===== config.mk =====
export PLATFORM = sky130hd
export DESIGN_NAME = phyupd_arbiter
export DESIGN_NICKNAME = d
export VERILOG_FILES = /design/src/rtl/phyupd_pkg.sv /design/src/rtl/phyupd_fsm.sv /design/src/rtl/phyupd_type_sel.sv /design/src/rtl/phyupd_wdog.sv /design/src/rtl/phyupd_arbiter.sv
export SDC_FILE = /design/constraint.sdc
export NUM_CORES = 1
export LEC_CHECK = 0
export BUFFER_PORTS_ARGS = -buffer_cell sky130_fd_sc_hd__clkbuf_2
export CORE_ASPECT_RATIO = 1.25
export CORE_MARGIN = 2
export CORE_UTILIZATION = 42
export DETAILED_ROUTE_END_ITERATION = 8
export GPL_TIMING_DRIVEN = 0
export HOLD_SLACK_MARGIN = 0.02
export PLACE_DENSITY = 0.73
export SYNTH_ARGS = -nofsm -noshare
export SYNTH_HDL_FRONTEND = slang
export SYNTH_HIERARCHICAL = 1
export SYNTH_SLANG_ARGS = --single-unit

===== constraint.sdc =====
create_clock -name clk -period 4.1 [get_ports clk]
set_input_delay 0.41 -clock clk [delete_from_list [all_inputs] [get_ports clk]]
set_output_delay 0.41 -clock clk [all_outputs]
set_load 0.02 [all_outputs]

===== src/rtl/phyupd_pkg.sv =====
package phyupd_pkg;
  typedef enum logic [1:0] {
    ST_IDLE    = 2'd0,
    ST_BLOCK   = 2'd1,
    ST_ACK     = 2'd2,
    ST_RELEASE = 2'd3
  } upd_state_e;

  // Interface is quiet once nothing is committed or in flight.
  function automatic logic bus_drained(input logic pend, input logic rd, input logic wr);
    return !(pend || rd || wr);
  endfunction
endpackage


===== src/rtl/phyupd_fsm.sv =====
module phyupd_fsm
  import phyupd_pkg::*;
(
  input  logic       clk,
  input  logic       rst_n,
  input  logic       req,
  input  logic       drained,
  output upd_state_e state,
  output logic       accept,
  output logic       ack,
  output logic       hold
);
  upd_state_e nxt;

  assign accept = (state == ST_IDLE) && req;
  assign ack    = (state == ST_ACK);
  assign hold   = (state != ST_IDLE) || req;

  always_comb begin
    nxt = state;
    unique case (state)
      ST_IDLE:    if (req) nxt = ST_BLOCK;
      ST_BLOCK:   if (drained) nxt = ST_ACK;
      ST_ACK:     if (!req) nxt = ST_RELEASE;
      ST_RELEASE: nxt = ST_IDLE;
      default:    nxt = ST_IDLE;
    endcase
  end

  always_ff @(posedge clk or negedge rst_n) begin
    if (!rst_n) state <= ST_IDLE;
    else        state <= nxt;
  end
endmodule


===== src/rtl/phyupd_type_sel.sv =====
module phyupd_type_sel #(
  parameter int TYPE_W    = 2,
  parameter int DUR_W     = 16,
  localparam int NUM_TYPES = 1 << TYPE_W
) (
  input  logic [NUM_TYPES*DUR_W-1:0] table_flat,
  input  logic [TYPE_W-1:0]          sel,
  output logic [DUR_W-1:0]           limit
);
  logic [DUR_W-1:0] entry [NUM_TYPES];

  for (genvar g = 0; g < NUM_TYPES; g++) begin : g_unpack
    assign entry[g] = table_flat[g*DUR_W +: DUR_W];
  end

  assign limit = entry[sel];
endmodule


===== src/rtl/phyupd_wdog.sv =====
module phyupd_wdog #(
  parameter int DUR_W = 16
) (
  input  logic             clk,
  input  logic             rst_n,
  input  logic             in_ack,
  input  logic             req,
  input  logic [DUR_W-1:0] limit,
  output logic             limit_hit,
  output logic             timeout
);
  logic [DUR_W-1:0] cnt;

  // Acknowledge cycle index cnt has reached the programmed bound.
  function automatic logic reached(input logic [DUR_W-1:0] c, input logic [DUR_W-1:0] l);
    return c >= l;
  endfunction

  assign limit_hit = in_ack && req && reached(cnt, limit);

  always_ff @(posedge clk or negedge rst_n) begin
    if (!rst_n) begin
      cnt     <= '0;
      timeout <= 1'b0;
    end else begin
      if (!in_ack)          cnt <= '0;
      else if (cnt < limit) cnt <= cnt + 1'b1;
      if (limit_hit)        timeout <= 1'b1;
    end
  end
endmodule


===== src/rtl/phyupd_arbiter.sv =====
module phyupd_arbiter
  import phyupd_pkg::*;
#(
  parameter int TYPE_W    = 2,
  parameter int DUR_W     = 16,
  localparam int NUM_TYPES = 1 << TYPE_W
) (
  input  logic                       clk,
  input  logic                       rst_n,
  input  logic                       upd_req,
  input  logic [TYPE_W-1:0]          upd_type,
  input  logic                       cmd_pend,
  input  logic                       rd_busy,
  input  logic                       wr_busy,
  input  logic [NUM_TYPES*DUR_W-1:0] dur_table,
  output logic                       upd_ack,
  output logic                       traffic_hold,
  output logic                       upd_timeout
);
  upd_state_e       state;
  logic             accept;
  logic             drained;
  logic             in_ack;
  logic             limit_hit;
  logic [TYPE_W-1:0] type_q;
  logic [DUR_W-1:0]  limit;

  assign drained = bus_drained(cmd_pend, rd_busy, wr_busy);

  phyupd_fsm u_fsm (
    .clk     (clk),
    .rst_n   (rst_n),
    .req     (upd_req),
    .drained (drained),
    .state   (state),
    .accept  (accept),
    .ack     (in_ack),
    .hold    (traffic_hold)
  );

  always_ff @(posedge clk or negedge rst_n) begin
    if (!rst_n)      type_q <= '0;
    else if (accept) type_q <= upd_type;
  end

  phyupd_type_sel #(.TYPE_W(TYPE_W), .DUR_W(DUR_W)) u_sel (
    .table_flat (dur_table),
    .sel        (type_q),
    .limit      (limit)
  );

  phyupd_wdog #(.DUR_W(DUR_W)) u_wdog (
    .clk       (clk),
    .rst_n     (rst_n),
    .in_ack    (in_ack),
    .req       (upd_req),
    .limit     (limit),
    .limit_hit (limit_hit),
    .timeout   (upd_timeout)
  );

  assign upd_ack = in_ack;
endmodule


==> key figures, run 1 <==
Power
  – Net switching power: 393.9 uW
  – Power Dens Cells: ~420 nW/um2
  – Leakage: 1.236 nW
  – Worst vdd rail ir drop: around 0.00031 V
  – Switching share of power: 0.3798
  – Final total power: approximately 1.0 mW
  – Sequential power share: 0.253
  – Clk pwr share: 0.128
  – Comb pwr share: 0.619
  – Total internal power: 643.1 uW

GRT
  – Number of global-route vias before repair: 1866
  – Largest net degree at the start of global routing: 22
  – Grt total ovfl: 0
  – Global-route wire length before repair: 7776 um
  – Initial antenna violation count: 0
  – GRT Total Usage: 0.1863

Finish
  – Share of layout cells above drive strength 1: 0.3792
  – Synth-to-layout area growth: 24.84%
  – Finished Layout Cells: 327
  – Util after Layout: 0.5499
  – # diodes: 0
  – Finished Cell Area: around 2500 um2
  – Final nets: between 300 and 400

STA
  – Max Fclk: 0.3232 GHz
  – Fin. max-slew vios: 0
  – Unrepaired setup endpoints after global routing: no
  – Worst-Margin Slew: between 500 and 600 ps
  – Setup_tns: 0 ps
  – Worst slew margin: 0.6492
  – Fin crit period: 3094 ps
  – Final Skew: 2.845 ps
  – Hold_ws: between 100 and 150 ps
  – Setup-failing EPs final: 0
  – Fin. Hold Viols: 0
  – Post-route clock period utilization: 0.7547
  – Worst Slack Setup Final: 1006 ps

Critical path
  – Crit path arrival time: ~3300 ps
  – Crit Path Max Fanout: 10
  – Crit Path Category: reg2reg
  – Cell Chain, Critical Path: buf_6 -> buf_12 -> mux4_2 -> inv_1 -> ha_1 -> nand4_1 -> nor2_1 -> nor4_2 -> nand3_1 -> buf_2 -> or4_1 -> a21oi_1
  – Setup crit start kind: flop
  – CP max stage cell: or4_1
  – CP peak stage delay: roughly 510 ps
  – Worst setup EP type: flop
  – CP Data Required Time: 4280 ps

Run status
  – Outcome: finished, final reports clean

Min path
  – Worst min-delay path class: in2async

Synthesis
  – Seq/Total Area, Yosys: 0.2675
  – Synth top area cells: dfrtp_1 27%, ha_1 14%, mux4_2 11%
  – Dominant synthesized flop cell: dfrtp_1
  – Flops & latches, synth: 21
  – Gate Count Post-Synth: 191
  – Top post-synthesis cells by count: 22 x ha_1, 21 x dfrtp_1, 20 x inv_1
  – Warnings from Yosys: 6
  – Most common cell in the synthesized netlist: ha_1
  – Post-synth cell types: 39
  – Net Count, Synth: 285
  – Post-synth top area share: 0.2675
  – Async set-reset flop share out of synthesis: 1.000
  – Cell area after synthesis: 1964 um2
  – Mapped Avg Cell Area: 10.28 um2
  – Number of synthesized flops with an enable pin: 0
  – Largest area contributor in the netlist: dfrtp_1

Placed design
  – RePlAce Congestion: 0.7725
  – Area of placed instances: between 2000 and 2500 um2
  – Dpl cells: 323
  – Placed wire-length estimate: between 3000 and 4000 um
  – Place WS: 985.0 ps
  – Number of port buffers: 74

Clock network
  – # Post-CTS Setup Buffers: 0
  – Num CTS Buffers: 3
  – Num Clock Sinks: 21
  – CTS Buffer Depth: 2
  – Root Driver: clkbuf_8
  – Post-cts sizing count: 0
  – Cts hold-fix bufs: 0
  – Max H-tree Level: 1
  – TritonCTS clock tree: done
  – Clock transition at the registers of the reported paths: 70 ps
  – Clk_lat worst skew: around 260 ps

Route
  – Remaining antenna violation count: 0
  – Vias per cell: between 5 and 6
  – Routed WL: 4342 um
  – Met2 wire len: between 2000 and 2500 um
  – DRC violations left: 0
  – Top layer used by detailed routing: met4
  – TritonRoute pass-1 iters: 6
  – Metal-1 WL: 1695 um
  – Iteration-0 DRC count of the detailed router: 61
  – Vias: between 1.5k and 2k
  – WL per Instance: roughly 13 um
  – Routed wl met3: 163 um

Die
  – Die Span Y: 80.46 um
  – Rows: 27
  – DIE AREA: between 5000 and 6000 um2
  – Core ar.: 4459 um2
  – Starting density of the core: 0.4405
  – Die Span X: 65.17 um
  – # IOs: between 70 and 80

Job
  – Max-cap check violation count: 0
-- power by group through the flow --
stage | clock, mW | combinational, mW | sequential, mW
after floorplan | 0 | 0.517 | 0.260
after global placement | 0 | 0.636 | 0.265
after detailed placement | 0 | 0.654 | 0.267
after CTS | 0.138 | 0.657 | 0.263
after global routing | 0.150 | 0.727 | 0.266
final | 0.133 | 0.642 | 0.262
-- registers in the layout, summed over array words and instances, names as in the netlist --
signal / flops
type_q: 2
u_fsm/state: 2
u_wdog/cnt: 16
u_wdog/timeout: 1
-- routing by layer --
metal,vias to the layer above,global-route usage
li1,888,-
met1,836,0.2018
met2,38,0.3776
met3,4,0.02801
met4,0,0.02917
met5,-,0
-- critical path: cells and delay by family, from the launching register on --
family / cells / cell delay (ps)
mux: 1 / 500
buf+inv: 4 / 580
fa+ha+maj: 1 / 220
simple gates: 5 / 1190
flops: 1 / 360
compound gates: 1 / 160
-- final timing paths --
| kind | start | end | slack, ps | cells after the start |
|---|---|---|---|---|
| max | type_q[0]$_DFFE_PN0P_ | u_wdog/cnt[14]$_DFFE_PN0P_ | 1010 | 12 |
| max reg2reg | type_q[0]$_DFFE_PN0P_ | u_wdog/cnt[14]$_DFFE_PN0P_ | 1010 | 12 |
| min | rst_n | u_wdog/cnt[7]$_DFFE_PN0P_ | 110 | 1 |
| max in group asynchronous | rst_n | type_q[0]$_DFFE_PN0P_ | 3630 | 1 |
| min reg2reg | u_wdog/timeout$_DFFE_PN0P_ | u_wdog/timeout$_DFFE_PN0P_ | 480 | 1 |
| min in group clk | upd_type[0] | type_q[0]$_DFFE_PN0P_ | 390 | 2 |
-- kinds of logic after synthesis --
logic type	after synthesis	share of synthesized area
simple gates	61	0.1784
buf+inv	29	0.07006
fa+ha+maj	22	0.1401
flops	21	0.2675
compound gates	35	0.1108
xor+xnor	2	0.008919
mux	21	0.2242
-- final cells by class --
| type | count | area [um2] |
|---|---|---|
| clock buffers | 4 | 45.04 |
| plain buffers | 9 | 62.56 |
| repair buffers | 74 | 370.4 |
| well taps | 58 | 72.57 |
| inverters | 20 | 75.07 |
| multi-input cells | 141 | 1301 |
| fillers | 435 | 2007 |
| flip-flops and latches | 21 | 525.5 |
-- layout by cell type (no fill, tap or decap), types with 4 or more instances in the layout --
cell type,instances
a21oi_1,15
buf_2,4
clkbuf_1,4
clkbuf_2,74
dfrtp_1,21
ha_1,22
inv_1,20
mux4_1,6
mux4_2,10
nand2_1,11
nand3_1,9
nand4_1,7
nor2_1,7
o21ai_0,7
o31ai_1,8
or4_1,9
(Power assumes the default switching activity.)
==> run 2: changes to the inputs <==
Clock period 4.1 ns to 2.85 ns, I/O delays scaled along.
==> key figures, run 2 (synthesis gave the netlist of run 1 again) <==
Run status
  – Outcome: finished with violations
  – Violated checks: hold timing, setup timing

Die
  – Core ar.: 4459 um2
  – Rows: 27
  – DIE AREA: 5244 um2
  – # IOs: 75
  – Starting density of the core: 0.4405
  – Die Span Y: 80.46 um
  – Die Span X: ~65 um

Placed design
  – RePlAce Congestion: 0.7725
  – Area of placed instances: 2407 um2
  – Number of port buffers: between 70 and 80
  – Placed wire-length estimate: 3682 um

STA
  – Worst Slack Setup Final: -67.65 ps
  – Setup-failing EPs final: 11
  – Fin crit period: 2918 ps
  – Post-route clock period utilization: 1.024
  – Worst-Margin Slew: 529.6 ps
  – Hold_ws: -12.19 ps
  – Unrepaired setup endpoints after global routing: yes
  – Final Skew: 4.068 ps
  – Fin. max-slew vios: 0
  – Worst slew margin: 0.6470
  – Fin. Hold Viols: 10
  – Max Fclk: 0.3427 GHz

Route
  – WL per Instance: 14.22 um
  – Vias: approximately 1.9k
  – Iteration-0 DRC count of the detailed router: 96
  – Remaining antenna violation count: 0
  – DRC violations left: 0
  – TritonRoute pass-1 iters: 5
  – Vias per cell: between 5 and 6
  – Routed WL: ~4800 um

Clock network
  – Root Driver: clkbuf_8
  – TritonCTS clock tree: done
  – Max H-tree Level: 1
  – Num Clock Sinks: 21
  – Clk_lat worst skew: 260 ps
  – Clock transition at the registers of the reported paths: approximately 70 ps
  – CTS Buffer Depth: 2
  – Num CTS Buffers: 3
  – Cts hold-fix bufs: 0

Finish
  – Synth-to-layout area growth: 36.05%
  – Max reg flops: 16
  – Share of layout cells above drive strength 1: 0.4750
  – Finished Cell Area: 2673 um2
  – Commonest non-fill, non-tap cell in the layout: clkbuf_2
  – # diodes: 0
  – Util after Layout: 0.5993
  – Largest regs: u_wdog/cnt (16), type_q (2), u_fsm/state (2)
  – Final nets: 375
  – Fill count: 411
  – Most frequent cells in the layout: 74 x clkbuf_2, 21 x dfrtp_1, 20 x ha_1
  – Most flops, register: u_wdog/cnt

Critical path
  – Crit Path Max Fanout: 6
  – CP startpoint: type_q[0]$_DFFE_PN0P_
  – Crit Path Category: reg2reg
  – Critical R2R Launch: type_q[0]$_DFFE_PN0P_
  – Setup crit start kind: flop
  – CP Data Required Time: between 3000 and 4000 ps
  – Worst setup EP type: flop
  – Crit path arrival time: 3120 ps

GRT
  – Grt total ovfl: 0
  – Global-route wire length before repair: between 8000 and 9000 um
  – GRT Total Usage: 0.2019
  – Largest net degree at the start of global routing: 22
  – Number of global-route vias before repair: 1992
  – Initial antenna violation count: 0

Job
  – Max-cap check violation count: 0

Power
  – Leakage: 1.312 nW
  – Power Dens Cells: a little over 600 nW/um2
  – Worst vdd rail ir drop: 0.0004515 V

Min path
  – Worst min-delay path class: in2async
run 2: metrics by stage:
step	setup TNS, ps	power (mW)	instances	setup WS [ps]
2_1_floorplan	0	1.117	191	26.29
3_3_place_gp	-2864	1.296	323	-252.1
3_5_place_dp	-3185	1.324	323	-265.0
4_1_cts	-377.0	1.624	337	-54.93
5_1_grt	-2528	1.785	338	-226.0
6_report	-462.1	1.628	338	-67.65
run 2: worst paths after layout:
check                                                   to  slack [ps]  cells after the start
worst max-delay path             u_wdog/cnt[5]$_DFFE_PN0P_         -70                     11
worst min-delay path             u_wdog/cnt[7]$_DFFE_PN0P_         -10                      1
worst max register to register   u_wdog/cnt[5]$_DFFE_PN0P_         -70                     11
worst min register to register  u_wdog/timeout$_DFFE_PN0P_         500                      1
max in group asynchronous            type_q[0]$_DFFE_PN0P_        2500                      1
min in group clk                     type_q[0]$_DFFE_PN0P_         260                      2
run 2: layout make-up:
| type | instances | area [um2] | share of cell area |
|---|---|---|---|
| Timing Repair Buffer | 85 | 456.7 | 0.1709 |
| Multi-Input combinational cell | 141 | 1406 | 0.5262 |
| Buffer | 9 | 91.34 | 0.03418 |
| Clock buffer | 4 | 45.04 | 0.01685 |
| Inverter | 20 | 75.07 | 0.02809 |
| Sequential cell | 21 | 525.5 | 0.1966 |
| Tap cell | 58 | 72.57 | 0.02715 |
run 2: power by group:
part,leakage (nW),internal [mW],switching [mW]
logic,1.01,0.568,0.489
clock network,0.0228,0.0995,0.0929
registers,0.284,0.341,0.0370
run 2: metal layers:
layer	track usage	wire (um)
met5	0	0
met4	0.03542	19
met3	0.02801	281
met2	0.3990	2734
met1	0.2276	1771
run 2: critical path, stage by stage (launching register included):
cell	delay, ps
dfrtp_1	360
buf_6	140
mux4_2	520
inv_2	90
ha_4	200
a211oi_2	220
nor2_2	70
nor4_4	380
nand3_4	150
buf_6	160
or4_4	500
nand2_2	60
run 2: repair_timing:
action / CTS / global route
cloned: 2 / 0
endpoints found under the setup margin: 16 / 16
gates resized for setup: 24 / 13
buffers inserted: 8 / 1
pin swaps: 31 / 0
==> run 3: changes to the inputs <==
Settings changed: CORE_UTILIZATION 42 to 50, PLACE_DENSITY 0.73 to 0.84, RECOVER_POWER set to 50.
==> key figures, run 3 (synthesis gave the netlist of run 1 again) <==
GRT
  – GRT Total Usage: 0.2530
  – Grt total ovfl: 0
  – Initial antenna violation count: 0
  – Number of global-route vias before repair: 2045
  – Global-route wire length before repair: about 8600 um
  – Largest net degree at the start of global routing: 22

Critical path
  – Worst setup EP type: flop
  – R2R depth: 12
  – Worst setup path end: u_wdog/cnt[15]$_DFFE_PN0P_
  – Reg2Reg Setup Slack: -130 ps
  – CP peak stage delay: 530 ps
  – Crit Path Category: reg2reg
  – Crit path max-delay family: simple AND/OR/NAND/NOR gates
  – Crit Path Max Fanout: 7
  – Crit path buffers/inverters: 4
  – Most frequent CP cell: buf_6
  – Cell Chain, Critical Path: buf_6 -> buf_4 -> mux4_1 -> inv_1 -> ha_1 -> nor2b_1 -> o211a_1 -> o21ai_1 -> nand3_2 -> buf_6 -> or4_1 -> a21oi_1
  – Critical R2R Launch: type_q[0]$_DFFE_PN0P_
  – CP Data Required Time: slightly above 3000 ps
  – Crit Reg-Reg Endpoint: u_wdog/cnt[15]$_DFFE_PN0P_
  – Setup crit start kind: flop
  – CP max stage cell: mux4_1
  – Crit path arrival time: 3160 ps
  – Critical path depth in cells: 12
  – CP startpoint: type_q[0]$_DFFE_PN0P_

Power
  – Leakage: 1.300 nW
  – Switching share of power: 0.3840
  – Total internal power: approximately 1.0 mW
  – Net switching power: 637.1 uW
  – Clk pwr share: 0.117
  – Power Dens Cells: 616.7 nW/um2
  – Comb pwr share: 0.656
  – Sequential power share: 0.227
  – Worst vdd rail ir drop: 0.0004474 V

STA
  – Worst slew margin: 0.2132
  – Worst-Margin Slew: 1180 ps
  – Worst Slack Setup Final: -125.6 ps
  – Fin crit period: 2976 ps
  – Setup-failing EPs final: 13
  – Max Fclk: 0.3361 GHz
  – Setup_tns: -1034 ps
  – Fin. max-slew vios: 0
  – Post-route clock period utilization: 1.044
  – Final Skew: about 1.4 ps
  – Fin. Hold Viols: 0
  – Unrepaired setup endpoints after global routing: yes

Route
  – Vias per cell: 5.743
  – Remaining antenna violation count: 0
  – Iteration-0 DRC count of the detailed router: 103
  – Routed WL: 5023 um
  – TritonRoute pass-1 iters: 4
  – Vias: 1924
  – DRC violations left: 0
  – WL per Instance: 14.99 um

Placed design
  – Placed wire-length estimate: 3738 um
  – RePlAce Congestion: 0.7828
  – Number of port buffers: 74
  – Area of placed instances: around 2400 um2

Die
  – Core ar.: 3785 um2
  – Die Span Y: between 70 and 80 um
  – # IOs: 75
  – DIE AREA: 4449 um2
  – Die Span X: between 60 and 70 um
  – Starting density of the core: 0.5190
  – Rows: 25

Finish
  – Final nets: 376
  – Synth-to-layout area growth: 36.94%
  – # diodes: 0
  – Commonest non-fill, non-tap cell in the layout: clkbuf_2
  – Largest regs: u_wdog/cnt (16), type_q (2), u_fsm/state (2)
  – Most frequent cells in the layout: 73 x clkbuf_2, 21 x dfrtp_1, 18 x ha_1
  – Share of layout cells above drive strength 1: 0.4875
  – Max reg flops: 16
  – Most flops, register: u_wdog/cnt
  – Finished Cell Area: 2690 um2

Clock network
  – CTS Buffer Depth: 2
  – Num Clock Sinks: 21
  – Max H-tree Level: 1
  – Root Driver: clkbuf_8
  – Clk_lat worst skew: 260 ps
  – Num CTS Buffers: 3
  – Clock transition at the registers of the reported paths: around 80 ps
  – TritonCTS clock tree: done

Job
  – Max-cap check violation count: 0

Min path
  – Worst min-delay path class: in2reg

Run status
  – Violated checks: setup timing
  – Outcome: finished with violations
run 3: changes by cell type in the layout (fill, tap and decap cells not counted), sizes merged:
cell         change
clkbuf           -1
clkinv           +1
dlygate4sd3      +1
run 3: per-layer routing:
| metal | wire length, um | global-route usage | share of wire | vias to the layer above |
|---|---|---|---|---|
| met2 | 2807 | 0.4614 | 0.56 | 80 |
| met1 | 1776 | 0.2816 | 0.35 | 915 |
| li1 | - | - | - | 912 |
| met5 | 0 | 0 | 0 | - |
| met3 | 291 | 0.04522 | 0.058 | 17 |
| met4 | 148 | 0.1111 | 0.029 | 0 |
run 3: metrics by stage:
stage                     worst slack [ps]  instances  total power, mW  utilization  hold WS (ps)
final                               -125.6        335            1.659       0.7107         253.3
after global routing                -277.1        335            1.797       0.7107         252.4
after CTS                           -109.6        334            1.646       0.7018         249.1
after detailed placement            -283.3        319            1.323       0.6347         294.1
after global placement              -220.7        319            1.286       0.6347         290.9
after floorplan                      26.29        191            1.117            -        -10.59
run 3: power groups by stage:
stage / Clock [mW] / Combinational, mW / Sequential [mW]
after global routing: 0.212 / 1.20 / 0.385
after floorplan: 0 / 0.743 / 0.374
after CTS: 0.202 / 1.07 / 0.377
after detailed placement: 0 / 0.940 / 0.383
after global placement: 0 / 0.905 / 0.381
final: 0.194 / 1.09 / 0.377
run 3: cell type report:
| cell class | count | area (um2) |
|---|---|---|
| sequential | 21 | 525.5 |
| clock inverter | 1 | 5.005 |
| clock buffer | 3 | 41.29 |
| inverter | 20 | 75.07 |
| tap | 54 | 67.56 |
| buffer | 9 | 87.58 |
| timing repair buffer | 86 | 469.2 |
| fill | 298 | 1095 |
| multi-input combinational | 141 | 1419 |
run 3: worst min path at each step:
stage | from | to | slack, ps | cells past startpoint
floorplan | rst_n | type_q[0]$_DFFE_PN0P_ | -10 | 0
finish | upd_type[0] | type_q[0]$_DFFE_PN0P_ | 250 | 2
CTS | upd_type[0] | type_q[0]$_DFFE_PN0P_ | 250 | 2
global placement | rst_n | u_wdog/cnt[8]$_DFFE_PN0P_ | 290 | 1
detailed placement | rst_n | u_wdog/cnt[8]$_DFFE_PN0P_ | 290 | 1
global route | upd_type[0] | type_q[0]$_DFFE_PN0P_ | 250 | 2
run 3: timing repair:
action                                  in CTS  in global routing
pin swaps                                   32                  6
endpoints found under the setup margin      16                 16
hold buffers                                 1                  0
gates resized for setup                     33                  9
gates cloned                                 2                  0
endpoints found under the hold margin       21                  0
buffers inserted                             8                  1
run 3: worst register-to-register path, cell delays in order, from the launching register on:
cell     delay (ps)
dfrtp_1         360
buf_6           150
buf_4           120
mux4_1          530
inv_1            70
ha_1            230
nor2b_1         130
o211a_1         200
o21ai_1         210
nand3_2         170
buf_6           170
or4_1           410
a21oi_1         150
